===== src/rtl/eeg_pkg.sv =====
package eeg_pkg;
  localparam int DATA_W = 8;
  localparam int OFS_W  = 12;

  localparam logic [OFS_W-1:0]  OFS_A = 12'h555;
  localparam logic [OFS_W-1:0]  OFS_B = 12'hAAA;
  localparam logic [DATA_W-1:0] C_AA  = 8'hAA;
  localparam logic [DATA_W-1:0] C_55  = 8'h55;
  localparam logic [DATA_W-1:0] C_A0  = 8'hA0;
  localparam logic [DATA_W-1:0] C_80  = 8'h80;
  localparam logic [DATA_W-1:0] C_20  = 8'h20;
  localparam logic [DATA_W-1:0] C_C0  = 8'hC0;

  typedef enum logic [2:0] {
    ST_IDLE, ST_S1, ST_S2, ST_OPEN, ST_S3, ST_S4, ST_S5, ST_MASK
  } seq_st_e;

  typedef struct packed {
    logic aa_a;
    logic b55_b;
    logic a0_a;
    logic b80_a;
    logic b20_a;
    logic c0_a;
  } cmd_hit_t;
endpackage


===== src/rtl/eeg_cmd_match.sv =====
module eeg_cmd_match
  import eeg_pkg::*;
#(
  parameter int HI_W = 3
) (
  input  logic [HI_W-1:0]   hi_i,
  input  logic [OFS_W-1:0]  ofs_i,
  input  logic [DATA_W-1:0] data_i,
  input  logic [HI_W-1:0]   cfg_hi_i,
  output cmd_hit_t          hit_o
);
  logic hi_ok, at_a, at_b;

  assign hi_ok = (hi_i == cfg_hi_i);
  assign at_a  = hi_ok && (ofs_i == OFS_A);
  assign at_b  = hi_ok && (ofs_i == OFS_B);

  always_comb begin
    hit_o.aa_a  = at_a && (data_i == C_AA);
    hit_o.b55_b = at_b && (data_i == C_55);
    hit_o.a0_a  = at_a && (data_i == C_A0);
    hit_o.b80_a = at_a && (data_i == C_80);
    hit_o.b20_a = at_a && (data_i == C_20);
    hit_o.c0_a  = at_a && (data_i == C_C0);
  end
endmodule


===== src/rtl/eeg_seq_fsm.sv =====
module eeg_seq_fsm
  import eeg_pkg::*;
#(
  parameter int WIN_CYC = 16
) (
  input  logic     clk_i,
  input  logic     rst_ni,
  input  logic     wr_i,
  input  logic     busy_i,
  input  cmd_hit_t hit_i,
  output logic     pass_o,
  output logic     mask_ld_o,
  output logic     sdp_o,
  output logic     open_o
);
  localparam int CNT_W = $clog2(WIN_CYC + 1);

  seq_st_e          st_q, st_d;
  logic             sdp_q, sdp_d;
  logic [CNT_W-1:0] cnt_q, cnt_d;
  logic             wr_ok;

  assign wr_ok = wr_i && !busy_i;

  always_comb begin
    st_d  = st_q;
    sdp_d = sdp_q;
    if (busy_i) begin
      st_d = ST_IDLE;
    end else if (wr_i) begin
      unique case (st_q)
        ST_IDLE: if (hit_i.aa_a) st_d = ST_S1;
        ST_S1:   st_d = hit_i.b55_b ? ST_S2 : ST_IDLE;
        ST_S2: begin
          if (hit_i.a0_a) begin
            st_d  = ST_OPEN;
            sdp_d = 1'b1;
          end else if (hit_i.b80_a) begin
            st_d = ST_S3;
          end else begin
            st_d = ST_IDLE;
          end
        end
        ST_OPEN: st_d = ST_OPEN;
        ST_S3:   st_d = hit_i.aa_a  ? ST_S4 : ST_IDLE;
        ST_S4:   st_d = hit_i.b55_b ? ST_S5 : ST_IDLE;
        ST_S5: begin
          if (hit_i.b20_a) begin
            st_d  = ST_IDLE;
            sdp_d = 1'b0;
          end else if (hit_i.c0_a) begin
            st_d = ST_MASK;
          end else begin
            st_d = ST_IDLE;
          end
        end
        ST_MASK: begin
          st_d  = ST_IDLE;
          sdp_d = 1'b1;
        end
        default: st_d = ST_IDLE;
      endcase
    end else if (st_q != ST_IDLE && cnt_q == CNT_W'(WIN_CYC - 1)) begin
      st_d = ST_IDLE;  // byte-load window expired
    end
  end

  assign cnt_d = (wr_ok || busy_i || st_d == ST_IDLE) ? '0 : cnt_q + 1'b1;

  always_ff @(posedge clk_i or negedge rst_ni) begin
    if (!rst_ni) begin
      st_q  <= ST_IDLE;
      sdp_q <= 1'b1;
      cnt_q <= '0;
    end else begin
      st_q  <= st_d;
      sdp_q <= sdp_d;
      cnt_q <= cnt_d;
    end
  end

  assign pass_o    = wr_ok && ((st_q == ST_IDLE && !sdp_q && !hit_i.aa_a) ||
                               st_q == ST_OPEN);
  assign mask_ld_o = wr_ok && (st_q == ST_MASK);
  assign sdp_o     = sdp_q;
  assign open_o    = (st_q == ST_OPEN);

  AST_WIN_BOUND: assert property (@(posedge clk_i) disable iff (!rst_ni)
    (st_q != ST_IDLE) |-> (cnt_q < CNT_W'(WIN_CYC)));
  AST_BUSY_IDLE: assert property (@(posedge clk_i) disable iff (!rst_ni)
    busy_i |=> (!open_o && !mask_ld_o));
endmodule


===== src/rtl/eeg_lock_mask.sv =====
module eeg_lock_mask #(
  parameter int NUM_BLK = 8,
  parameter int DATA_W  = 8,
  localparam int IDX_W  = (NUM_BLK > 1) ? $clog2(NUM_BLK) : 1
) (
  input  logic               clk_i,
  input  logic               rst_ni,
  input  logic               ld_i,
  input  logic [DATA_W-1:0]  data_i,
  input  logic [IDX_W-1:0]   blk_i,
  output logic               hit_o,
  output logic [NUM_BLK-1:0] mask_o
);
  logic [NUM_BLK-1:0] mask_d;

  assign mask_d = NUM_BLK'(data_i);

  for (genvar i = 0; i < NUM_BLK; i++) begin : g_bit
    always_ff @(posedge clk_i or negedge rst_ni) begin
      if (!rst_ni)   mask_o[i] <= 1'b0;
      else if (ld_i) mask_o[i] <= mask_d[i];
    end
  end

  assign hit_o = mask_o[blk_i];

  AST_MASK_HOLD: assert property (@(posedge clk_i) disable iff (!rst_ni)
    !ld_i |=> $stable(mask_o));
endmodule


===== src/rtl/eeg_top.sv =====
module eeg_top
  import eeg_pkg::*;
#(
  parameter int ADDR_W  = 16,
  parameter int HI_W    = 3,
  parameter int ARR_W   = 13,
  parameter int BLK_W   = 10,
  parameter int WIN_CYC = 16,
  localparam int NUM_BLK = 1 << (ARR_W - BLK_W)
) (
  input  logic               clk_i,
  input  logic               rst_ni,
  input  logic               wr_i,
  input  logic [ADDR_W-1:0]  addr_i,
  input  logic [DATA_W-1:0]  data_i,
  input  logic               busy_i,
  input  logic [HI_W-1:0]    cfg_hi_i,
  output logic               arr_we_o,
  output logic               mask_we_o,
  output logic               sdp_o,
  output logic               wr_open_o,
  output logic [NUM_BLK-1:0] mask_o
);
  cmd_hit_t hit;
  logic     pass, lock_hit;

  eeg_cmd_match #(.HI_W(HI_W)) i_match (
    .hi_i     (addr_i[ADDR_W-1 -: HI_W]),
    .ofs_i    (addr_i[OFS_W-1:0]),
    .data_i   (data_i),
    .cfg_hi_i (cfg_hi_i),
    .hit_o    (hit)
  );

  eeg_seq_fsm #(.WIN_CYC(WIN_CYC)) i_fsm (
    .clk_i     (clk_i),
    .rst_ni    (rst_ni),
    .wr_i      (wr_i),
    .busy_i    (busy_i),
    .hit_i     (hit),
    .pass_o    (pass),
    .mask_ld_o (mask_we_o),
    .sdp_o     (sdp_o),
    .open_o    (wr_open_o)
  );

  eeg_lock_mask #(.NUM_BLK(NUM_BLK), .DATA_W(DATA_W)) i_mask (
    .clk_i  (clk_i),
    .rst_ni (rst_ni),
    .ld_i   (mask_we_o),
    .data_i (data_i),
    .blk_i  (addr_i[ARR_W-1:BLK_W]),
    .hit_o  (lock_hit),
    .mask_o (mask_o)
  );

  assign arr_we_o = pass && !lock_hit;

  AST_ARR_GRANT: assert property (@(posedge clk_i) disable iff (!rst_ni)
    arr_we_o |-> (!sdp_o || wr_open_o));
  AST_BUSY_QUIET: assert property (@(posedge clk_i) disable iff (!rst_ni)
    busy_i |-> (!arr_we_o && !mask_we_o));
  AST_MASK_SDP: assert property (@(posedge clk_i) disable iff (!rst_ni)
    mask_we_o |=> sdp_o);
  AST_ONE_TARGET: assert property (@(posedge clk_i) disable iff (!rst_ni)
    !(arr_we_o && mask_we_o));
  AST_DEACT_MASK: assert property (@(posedge clk_i) disable iff (!rst_ni)
    $fell(sdp_o) |-> $stable(mask_o));
endmodule


===== config.mk =====
export PLATFORM = sky130hd
export DESIGN_NAME = eeg_top
export DESIGN_NICKNAME = d
export VERILOG_FILES = /design/src/rtl/eeg_pkg.sv /design/src/rtl/eeg_cmd_match.sv /design/src/rtl/eeg_seq_fsm.sv /design/src/rtl/eeg_lock_mask.sv /design/src/rtl/eeg_top.sv
export SDC_FILE = /design/constraint.sdc
export NUM_CORES = 1
export LEC_CHECK = 0
export BUFFER_PORTS_ARGS = -buffer_cell sky130_fd_sc_hd__buf_2
export CORE_MARGIN = 1.5
export CORE_UTILIZATION = 44
export CTS_CLUSTER_DIAMETER = 200
export DETAILED_ROUTE_END_ITERATION = 6
export GPL_ROUTABILITY_DRIVEN = 0
export PLACE_DENSITY = 0.75
export SETUP_SLACK_MARGIN = 0.02
export SLEW_MARGIN = 20
export SYNTH_ARGS = -nofsm -noshare
export SYNTH_HDL_FRONTEND = slang
export SYNTH_HIERARCHICAL = 1
export SYNTH_SLANG_ARGS = --single-unit

===== constraint.sdc =====
create_clock -name clk_i -period 2.25 [get_ports clk_i]
set_input_delay 0.3375 -clock clk_i [delete_from_list [all_inputs] [get_ports clk_i]]
set_output_delay 0.3375 -clock clk_i [all_outputs]
set_load 0.1 [all_outputs]

# --- After elaboration in Yosys (flattened, before gate mapping) ---
# Cells that the tools add are included.
op_classes:
  mux: 18
  reduce_logical: 27
  n_eq_ne: 19
  order_cmp: 1
  addsub: 1
  n_bitwise: 1
ops:
  columns: ["op", "n"]
  rows:
  - ["8-bit equality test (second input constant)", 4]
  - ["3-bit 2-to-1 mux", 10]
  - ["3-bit case mux with 8 select lines", 1]
  - ["1-bit logical AND", 15]
  - ["12-bit by 11-bit equality test with 1-bit output (second input constant)", 1]
  - ["12-bit equality test (second input constant)", 1]
  - ["3-bit equality test (second input constant)", 4]
  - ["8-bit by 6-bit equality test with 1-bit output (second input constant)", 1]
  - ["8-bit by 7-bit equality test with 1-bit output (second input constant)", 1]
  - ["3-bit by 2-bit equality test with 1-bit output (second input constant)", 2]
  - ["3-bit zero test", 2]
  - ["3-bit nonzero test", 2]
  - ["5-bit by 1-bit adder with 5-bit output (second input constant)", 1]
  - ["5-bit by 4-bit equality test with 1-bit output (second input constant)", 1]
  - ["5-bit 2-to-1 mux", 1]
  - ["5-bit AND reduction", 1]
  - ["1-bit zero test", 4]
  - ["3-bit by 4-bit < comparator with 1-bit output (second input constant)", 1]
  - ["2-bit != test (second input constant)", 2]
  - ["1-bit binary-select mux with 3-bit select", 1]
  - ["3-bit by 1-bit equality test with 1-bit output (second input constant)", 1]
  - ["3-bit equality test", 1]
  - ["1-bit logical OR", 3]
  - ["1-bit 2-to-1 mux", 3]
  - ["3 further kinds", 3]
totals:
  input_bits: 31
  elab_cells: 78
  reg_bits: 17
  output_inout_bits: 12

# --- Longest topological paths before layout ---
# Gate-level depths: netlist of the first run.
depth:
  ltp_word: 11
  ltp_mapped: 7
  mapped_depth_nobuf: 7

# --- Modules after synthesis ---
# The synthesis of the first run kept the hierarchy.
by_module_without_submodules:
  columns: ["module", "cells_each", "n_inst", "seq_area_each_um2", "area_per_inst_um2"]
  rows:
  - ["eeg_seq_fsm", 60, 1, 226.5, 594.3]
  - ["eeg_lock_mask", 20, 1, 200.2, 357.8]
  - ["eeg_cmd_match", 30, 1, 0.0, 262.8]
  - ["eeg_top", 1, 1, 0.0, 13.8]

# --- Least setup slack after synthesis of the first run ---
# OpenSTA, ideal clock, no wires.
synth_timing:
  path_type: "input port to flip-flop"
  from: "in wr_i"
  to: "reg i_mask.mask_o[0]"
  setup_ps: 126
  path_slack_ps: -612
  arrival_ps: 2737
  cell_stages: 5
  t_required_ps: 2124
  n_path_buf: 2
  cell_sequence: "buf_2 nand3b_1 nor2_1 clkbuf_1 mux2_2"
synth_via:
  elab_chain_cells: 2
synth_rtl:
  columns: ["item", "line_no", "text"]
  rows:
  - ["from (decl)", "eeg_top.sv:13", "input logic wr_i,"]
  - ["1-bit logical AND", "eeg_seq_fsm.sv:23", "assign wr_ok = wr_i && !busy_i;"]
  - ["1-bit logical AND", "eeg_seq_fsm.sv:84", "assign mask_ld_o = wr_ok && (st_q == ST_MASK);"]
  - ["named net mask_we_o", "eeg_top.sv:19", "output logic mask_we_o,"]
  - ["to (signal, indexed assignment)", "eeg_lock_mask.sv:21", "else if (ld_i) mask_o[i] <= mask_d[i];"]
  - ["to (decl)", "eeg_lock_mask.sv:12", "output logic [NUM_BLK-1:0] mask_o"]
# The timed path passes the listed nets, and every way through them passes these cells.
# A chain may end at the register's enable or synchronous reset.

==> flow_summary.ini, run 1 <==
[status]
outcome = finished, final reports clean

[final_layout]
area_delta_synth_final_pct = 50.1
final_core_util_pct = 71.8
fill_cells = 196
finalNetCount = 211
drive_gt1_share_pct = 61.0
diodes = 0

[grt]
grt_pass1_vias = 1241
grt_pass1_wl_mm = 5.62
grt_max_degree = 18
grt_overflow = 0
antenna_found_initial = 0
groute.usage.overall_pct = 22.7

[die]
fp-row-count = 18
die_x_um = 55.8
core_mm2 = 0.00257
start_util_pct = 47.9
dieArea_mm2 = 0.00312
io_pins = 43
die_h_um = 55.8

[timing]
fmax_mhz = 445
hold_viol_final = 0
finalSetupViolCount = 0
setup_ws_ns = 0.00220
finClkSkew_ns = 0.00419
timing.final.crit_share_pct = 99.9
maxSlewViolCount = 0
post-route-min-period_ns = 2.25
fin_worst_hold_slack_ns = 0.339
slew_headroom_pct = 67.4
tightest_slew_ns = 0.492
rsz0062_at_grt = yes

[clock_network]
clk_path_buf_depth = 2
clk_pin_slew_ns = 0.10
clk_latency_ns = 0.29
cts_buffers = 3
cts_root_buffer = clkbuf_4
cts.sink_count = 17
cts_max_level = 1
cts_tree = built

[worst_setup_path]
critPathArrivalTime_ns = 1.91
critPathTopFamily = simple AND/OR/NAND/NOR gates
path_max_fanout = 2
path_class = input port to primary output
worstSetupEndpointType = primary output
start_kind = input port
cpPeakStageDelay_ns = 0.40
path_buf_inv = 2
cpMaxStageDelayCell = a2111oi_4
crit_required_ns = 1.91
path_cells = buf_6 > and4bb_2 > nand4b_4 > nor4_4 > nor2_1 > nand2_1 > a2111oi_4 > nor2b_4 > buf_12

[synth]
syn_nets = 144
yosys_register_bits = 17
synth_flop_cell = dfrtp_1
ys_types = 44
synthesis.area_mm2 = 0.00123
synth-edff-count = 0
netlist_instances = 111
ys_async_sr_fraction_pct = 100
avgSynthCellArea_um2 = 11.1
synth_warnings = 6
ys_seq_area_share_pct = 34.7

[hold_path]
hp-class = input port to flip-flop

[power]
power.leakage_uw = 0.000825
irDropWorstVdd_mv = 0.394
power.density_mw_per_mm2 = 323

[routing]
drt_wl_total_mm = 3.43
vias = 1204
maxUsedRoutingLayer = met4
drtAntennaViolNets = 0
wl_per_cell_um = 16.5
dr.pass1.iters = 4
met1_length_mm = 1.40
viasPerCell = 5.82
first_iter_violations = 54
wl_met2_mm = 1.84
wl_met3_um = 169
drc = 0

[placed_design]
hpwl_mm = 2.60
preCtsSetupSlack_ns = -0.268
io_buffers = 42

[flow_run]
drv_cap = 0
==> cell usage in the layout (no fill, tap or decap), types with 3 or more instances in the layout <==
cell,instances
buf_6,8
nand3b_1,3
o21ai_0,4
dfrtp_4,6
a2111oi_4,3
nand2_1,9
buf_2,32
nor3_1,5
a21oi_1,3
dfrtp_1,6
nor2_1,5
clkbuf_4,3
nor4bb_1,3
mux2_2,9
dfrtp_2,4
xnor2_1,3
and4b_1,3
nand4b_1,3
buf_4,23
==> timing repair <==
| action | CTS | global route |
|---|---|---|
| hold buffers | 1 | 0 |
| pin swaps | 7 | 8 |
| resized for setup | 7 | 11 |
| buffers inserted | 4 | 2 |
| endpoints found under the hold margin | 16 | 0 |
| endpoints found under the setup margin | 3 | 4 |
==> where the power goes <==
group	leakage, uW	internal (uW)	switching [uW]
combinational	0.000592	66.0	61.0
sequential	0.000215	305	0.00000542
clock	0.0000177	66.1	97.0
total	0.000825	437	158
==> synth_stat cells, types with 2 or more instances <==
cell type / instances / share of area, %
or3_1: 2 / 1.0
nor3_1: 5 / 2.0
nor2_1: 7 / 2.1
o21ai_0: 4 / 1.6
dfrtp_1: 16 / 33
nor4_2: 2 / 2.0
ha_1: 2 / 2.0
xor2_1: 2 / 1.4
nand4b_1: 3 / 2.1
and4bb_2: 2 / 2.0
nand4_1: 2 / 1.0
inv_1: 2 / 0.61
a21oi_1: 3 / 1.2
mux4_1: 2 / 4.3
a2111oi_2: 3 / 3.7
nand3b_1: 3 / 1.8
clkbuf_1: 2 / 0.61
nand2_1: 9 / 2.7
mux2_2: 9 / 8.2
and4b_1: 3 / 2.4
nor4bb_1: 3 / 2.4
xnor2_1: 3 / 2.1
==> worst paths after layout <==
path | endpoint | depth (start not counted) | start | slack [ns]
hold reg to reg | i_fsm/sdp_o$_DFFE_PN1P_ | 2 | i_fsm/sdp_o$_DFFE_PN1P_ | 0.53
min in group asynchronous | i_fsm/cnt_q[2]$_DFF_PN0_ | 2 | rst_ni | 0.51
hold / removal | i_mask/mask_o[0]$_DFFE_PN0P_ | 2 | data_i[0] | 0.34
setup reg to reg | i_fsm/cnt_q[4]$_DFF_PN0_ | 6 | i_fsm/cnt_q[0]$_DFF_PN0_ | 0.04
max in group asynchronous | i_mask/mask_o[1]$_DFFE_PN0P_ | 2 | rst_ni | 1.43
setup / recovery | arr_we_o | 9 | data_i[5] | 0.002
==> cells by family after synthesis <==
logic type | Yosys count | share of synthesized area, %
AO/OA/AOI/OAI | 18 | 13.0
AND/OR/NAND/NOR | 51 | 30.8
multiplexers | 12 | 13.3
flip-flops | 17 | 34.7
XOR/XNOR | 5 | 3.56
adder cells (fa/ha/maj) | 2 | 2.04
buffers and inverters | 6 | 2.55
==> sequential cells by signal, indices dropped and copies added, names as in the netlist <==
register	cells
i_mask/mask_o	8
i_fsm/sdp_o	1
i_fsm/st_q	3
i_fsm/cnt_q	5
==> layer usage <==
metal / GRT usage, % / vias to the layer above
li1: - / 575
met1: 27.4 / 586
met2: 42.2 / 41
met3: 4.42 / 2
met4: 4.08 / 0
met5: 0 / -
==> per-stage QoR <==
stage,power (uW),TNS [ns],std cells,cell area [um^2]
2_1_floorplan,348,0,111,1260
3_3_place_gp,417,-0.544,197,1650
3_5_place_dp,421,-1.07,197,1650
4_1_cts,598,0,206,1760
5_1_grt,627,-0.294,207,1840
6_report,595,0,207,1840
==> layout make-up <==
type | count | area, um^2 | area share (%)
clock inverters | 1 | 5.00 | 0.271
well taps | 30 | 37.5 | 2.04
inverters | 2 | 7.51 | 0.407
multi-input cells | 88 | 845 | 45.8
repair buffers | 66 | 473 | 25.6
flip-flops and latches | 17 | 454 | 24.6
clock buffers | 3 | 22.5 | 1.22
Power figures use the tool's default switching activity.
==> run 2, diff against run 1 <==
ABC_AREA = 1   (was unset)
CORE_UTILIZATION = 45   (was 44)
PLACE_DENSITY = 0.76   (was 0.75)
==> run 2 against run 1 <==
Net effect: utilization down 12 points; area after synthesis up 3.1%; first-iteration DRC count down 3.7%; largest power group unchanged.
==> flow_summary.ini, run 2 <==
[status]
outcome = finished, final reports clean

[worst_setup_path]
crit_required_ns = 1.91
critPathTopFamily = flip-flops
r2r_slack_ns = 0.49
path_buf_inv = 4
cp-endpoint = arr_we_o
critPathArrivalTime_ns = 1.62
path_class = flip-flop to primary output
cp_common_cell = inv_1
crit_start = i_fsm/st_q[0]$_DFF_PN0_
r2r_start = i_fsm/cnt_q[0]$_DFF_PN0_
timing.rr.end = i_fsm/cnt_q[2]$_DFF_PN0_
cpPeakStageDelay_ns = 0.47
cpMaxStageDelayCell = dfrtp_1
path_cells = inv_2 > nor3_4 > inv_1 > a21oi_1 > inv_1 > nor2_4 > buf_12
reg2reg_depth = 12
path_max_fanout = 7
crit_cells = 7
worstSetupEndpointType = primary output
start_kind = flip-flop

[clock_network]
cts_max_level = 1
ctsResizeCount = 0
clk_latency_ns = 0.28
cts_root_buffer = clkbuf_4
cts_buffers = 3
postCtsSetupBuffers = 0
clk_pin_slew_ns = 0.10
cts.sink_count = 17
clk_path_buf_depth = 2
cts_tree = built

[grt]
antenna_found_initial = 0
grt_pass1_wl_mm = 5.20
grt_overflow = 0
grt_pass1_vias = 1262
grt_max_degree = 18
groute.usage.overall_pct = 20.8

[synth]
ys_types = 25
yosys_register_bits = 17
ys_async_sr_fraction_pct = 100
synth_warnings = 6
syn_nets = 235
synth_flop_cell = dfrtp_1
synthesis.area_mm2 = 0.00127
synth-edff-count = 0
avgSynthCellArea_um2 = 6.27
netlist_instances = 202
yosysTopAreaCell = dfrtp_1
synthTopCellsByArea = dfrtp_1 (32%), nand2_1 (16%), inv_1 (12%)
synth_common_cells = nand2_1 (54), inv_1 (39), nor2_1 (32)
synth_most_common_cell = nand2_1
ys_seq_area_share_pct = 33.7
synth_top_area_share_pct = 31.6

[placed_design]
io_buffers = 42
preCtsSetupSlack_ns = 0.332
dpl_cell_area_mm2 = 0.00160
hpwl_mm = 2.37

[die]
io_pins = 43
die_x_um = 56.0
dieArea_mm2 = 0.00314
core_mm2 = 0.00271
fp-row-count = 19
start_util_pct = 46.7
die_h_um = 56.0

[final_layout]
largest-register = i_mask/mask_o
finalNetCount = 283
layout_common_cells = nand2_1 (54), buf_2 (40), inv_1 (37)
final_core_util_pct = 60.3
largest_reg_flops = 8
reg_top3 = i_mask/mask_o: 8 flops, i_fsm/cnt_q: 5 flops, i_fsm/st_q: 3 flops
drive_gt1_share_pct = 27.3
stdcell_area_mm2 = 0.00163
final_common_cell = nand2_1
fill_cells = 276
diodes = 0
area_delta_synth_final_pct = 29.1

[routing]
viasPerCell = 4.67
drtAntennaViolNets = 0
wl_per_cell_um = 10.3
drt_wl_total_mm = 2.89
dr.pass1.iters = 4
first_iter_violations = 52
drc = 0
vias = 1307

[timing]
finClkSkew_ns = 0.00431
maxSlewViolCount = 0
fin_setup_tns_ns = 0
post-route-min-period_ns = 1.96
setup_ws_ns = 0.292
hold_viol_final = 0
finalSetupViolCount = 0
timing.final.crit_share_pct = 87.0
tightest_slew_ns = 0.490
fmax_mhz = 511
slew_headroom_pct = 67.6
rsz0062_at_grt = no

[hold_path]
hp-class = input port to flip-flop

[power]
irDropWorstVdd_mv = 0.419
finalPower_uw = 680
power.leakage_uw = 0.000872
power.density_mw_per_mm2 = 416

[flow_run]
drv_cap = 0
run 2: what timing repair did:
item,CTS,global route
endpoints found under the setup margin,0,0
hold buffers,1,0
hold endpoints to repair,16,0
run 2: through the flow:
stage	hold slack, ns	std cells
2_1_floorplan	0.0419	202
3_3_place_gp	0.274	275
3_5_place_dp	0.274	275
4_1_cts	0.293	280
5_1_grt	0.304	280
6_report	0.304	280
run 2: cells by family (layout without fill, tap and decap cells):
| logic type | Yosys count | in the layout | share of synthesized area [%] |
|---|---|---|---|
| AO/OA/AOI/OAI | 17 | 17 | 7.21 |
| flip-flops | 17 | 17 | 33.7 |
| XOR/XNOR | 3 | 3 | 2.08 |
| buffers and inverters | 44 | 91 | 13.3 |
| adder cells (fa/ha/maj) | 2 | 2 | 1.98 |
| AND/OR/NAND/NOR | 119 | 119 | 41.7 |
run 2: worst min-delay path by stage:
stage / from / endpoint / depth (start not counted)
3_3_place_gp: rst_ni / i_fsm/st_q[1]$_DFF_PN0_ / 1
4_1_cts: data_i[0] / i_mask/mask_o[0]$_DFFE_PN0P_ / 3
3_5_place_dp: rst_ni / i_fsm/st_q[1]$_DFF_PN0_ / 1
2_1_floorplan: rst_ni / i_fsm/cnt_q[0]$_DFF_PN0_ / 0
6_report: data_i[0] / i_mask/mask_o[0]$_DFFE_PN0P_ / 3
5_1_grt: data_i[0] / i_mask/mask_o[0]$_DFFE_PN0P_ / 3
run 2: worst register-to-register path, cell delays in order, from the launching register on:
cell and delay [ns]:
dfrtp_1 0.41, ha_1 0.24, and3_1 0.19, ha_1 0.19, inv_1 0.07, nand2_1 0.05, a21oi_1 0.12, nand2_1 0.08
inv_2 0.07, nor2_2 0.04, nand2_2 0.07, nand2_4 0.06, nor2_1 0.10
run 2: area by class of cell:
class / instances / area, um^2 / area share, %
timing repair buffer: 44 / 258 / 15.8
clock inverter: 1 / 5.00 / 0.306
tap: 31 / 38.8 / 2.37
sequential: 17 / 427 / 26.1
clock buffer: 3 / 22.5 / 1.38
inverter: 43 / 174 / 10.6
multi-input combinational: 141 / 709 / 43.4
run 2: routing by layer:
metal / global-route usage, % / wire, um / vias to the layer above
met5: 0 / 0 / -
met4: 8.50 / 26 / 0
met3: 2.79 / 97 / 4
met2: 34.5 / 1450 / 21
met1: 27.3 / 1310 / 572
li1: - / - / 710
run 2: where the power goes:
part / switching [uW] / internal (uW) / leakage [uW]
Clock: 93.3 / 66.0 / 0.0000177
Sequential: 7.70 / 315 / 0.000201
Combinational: 142 / 55.2 / 0.000653
Total: 243 / 437 / 0.000872
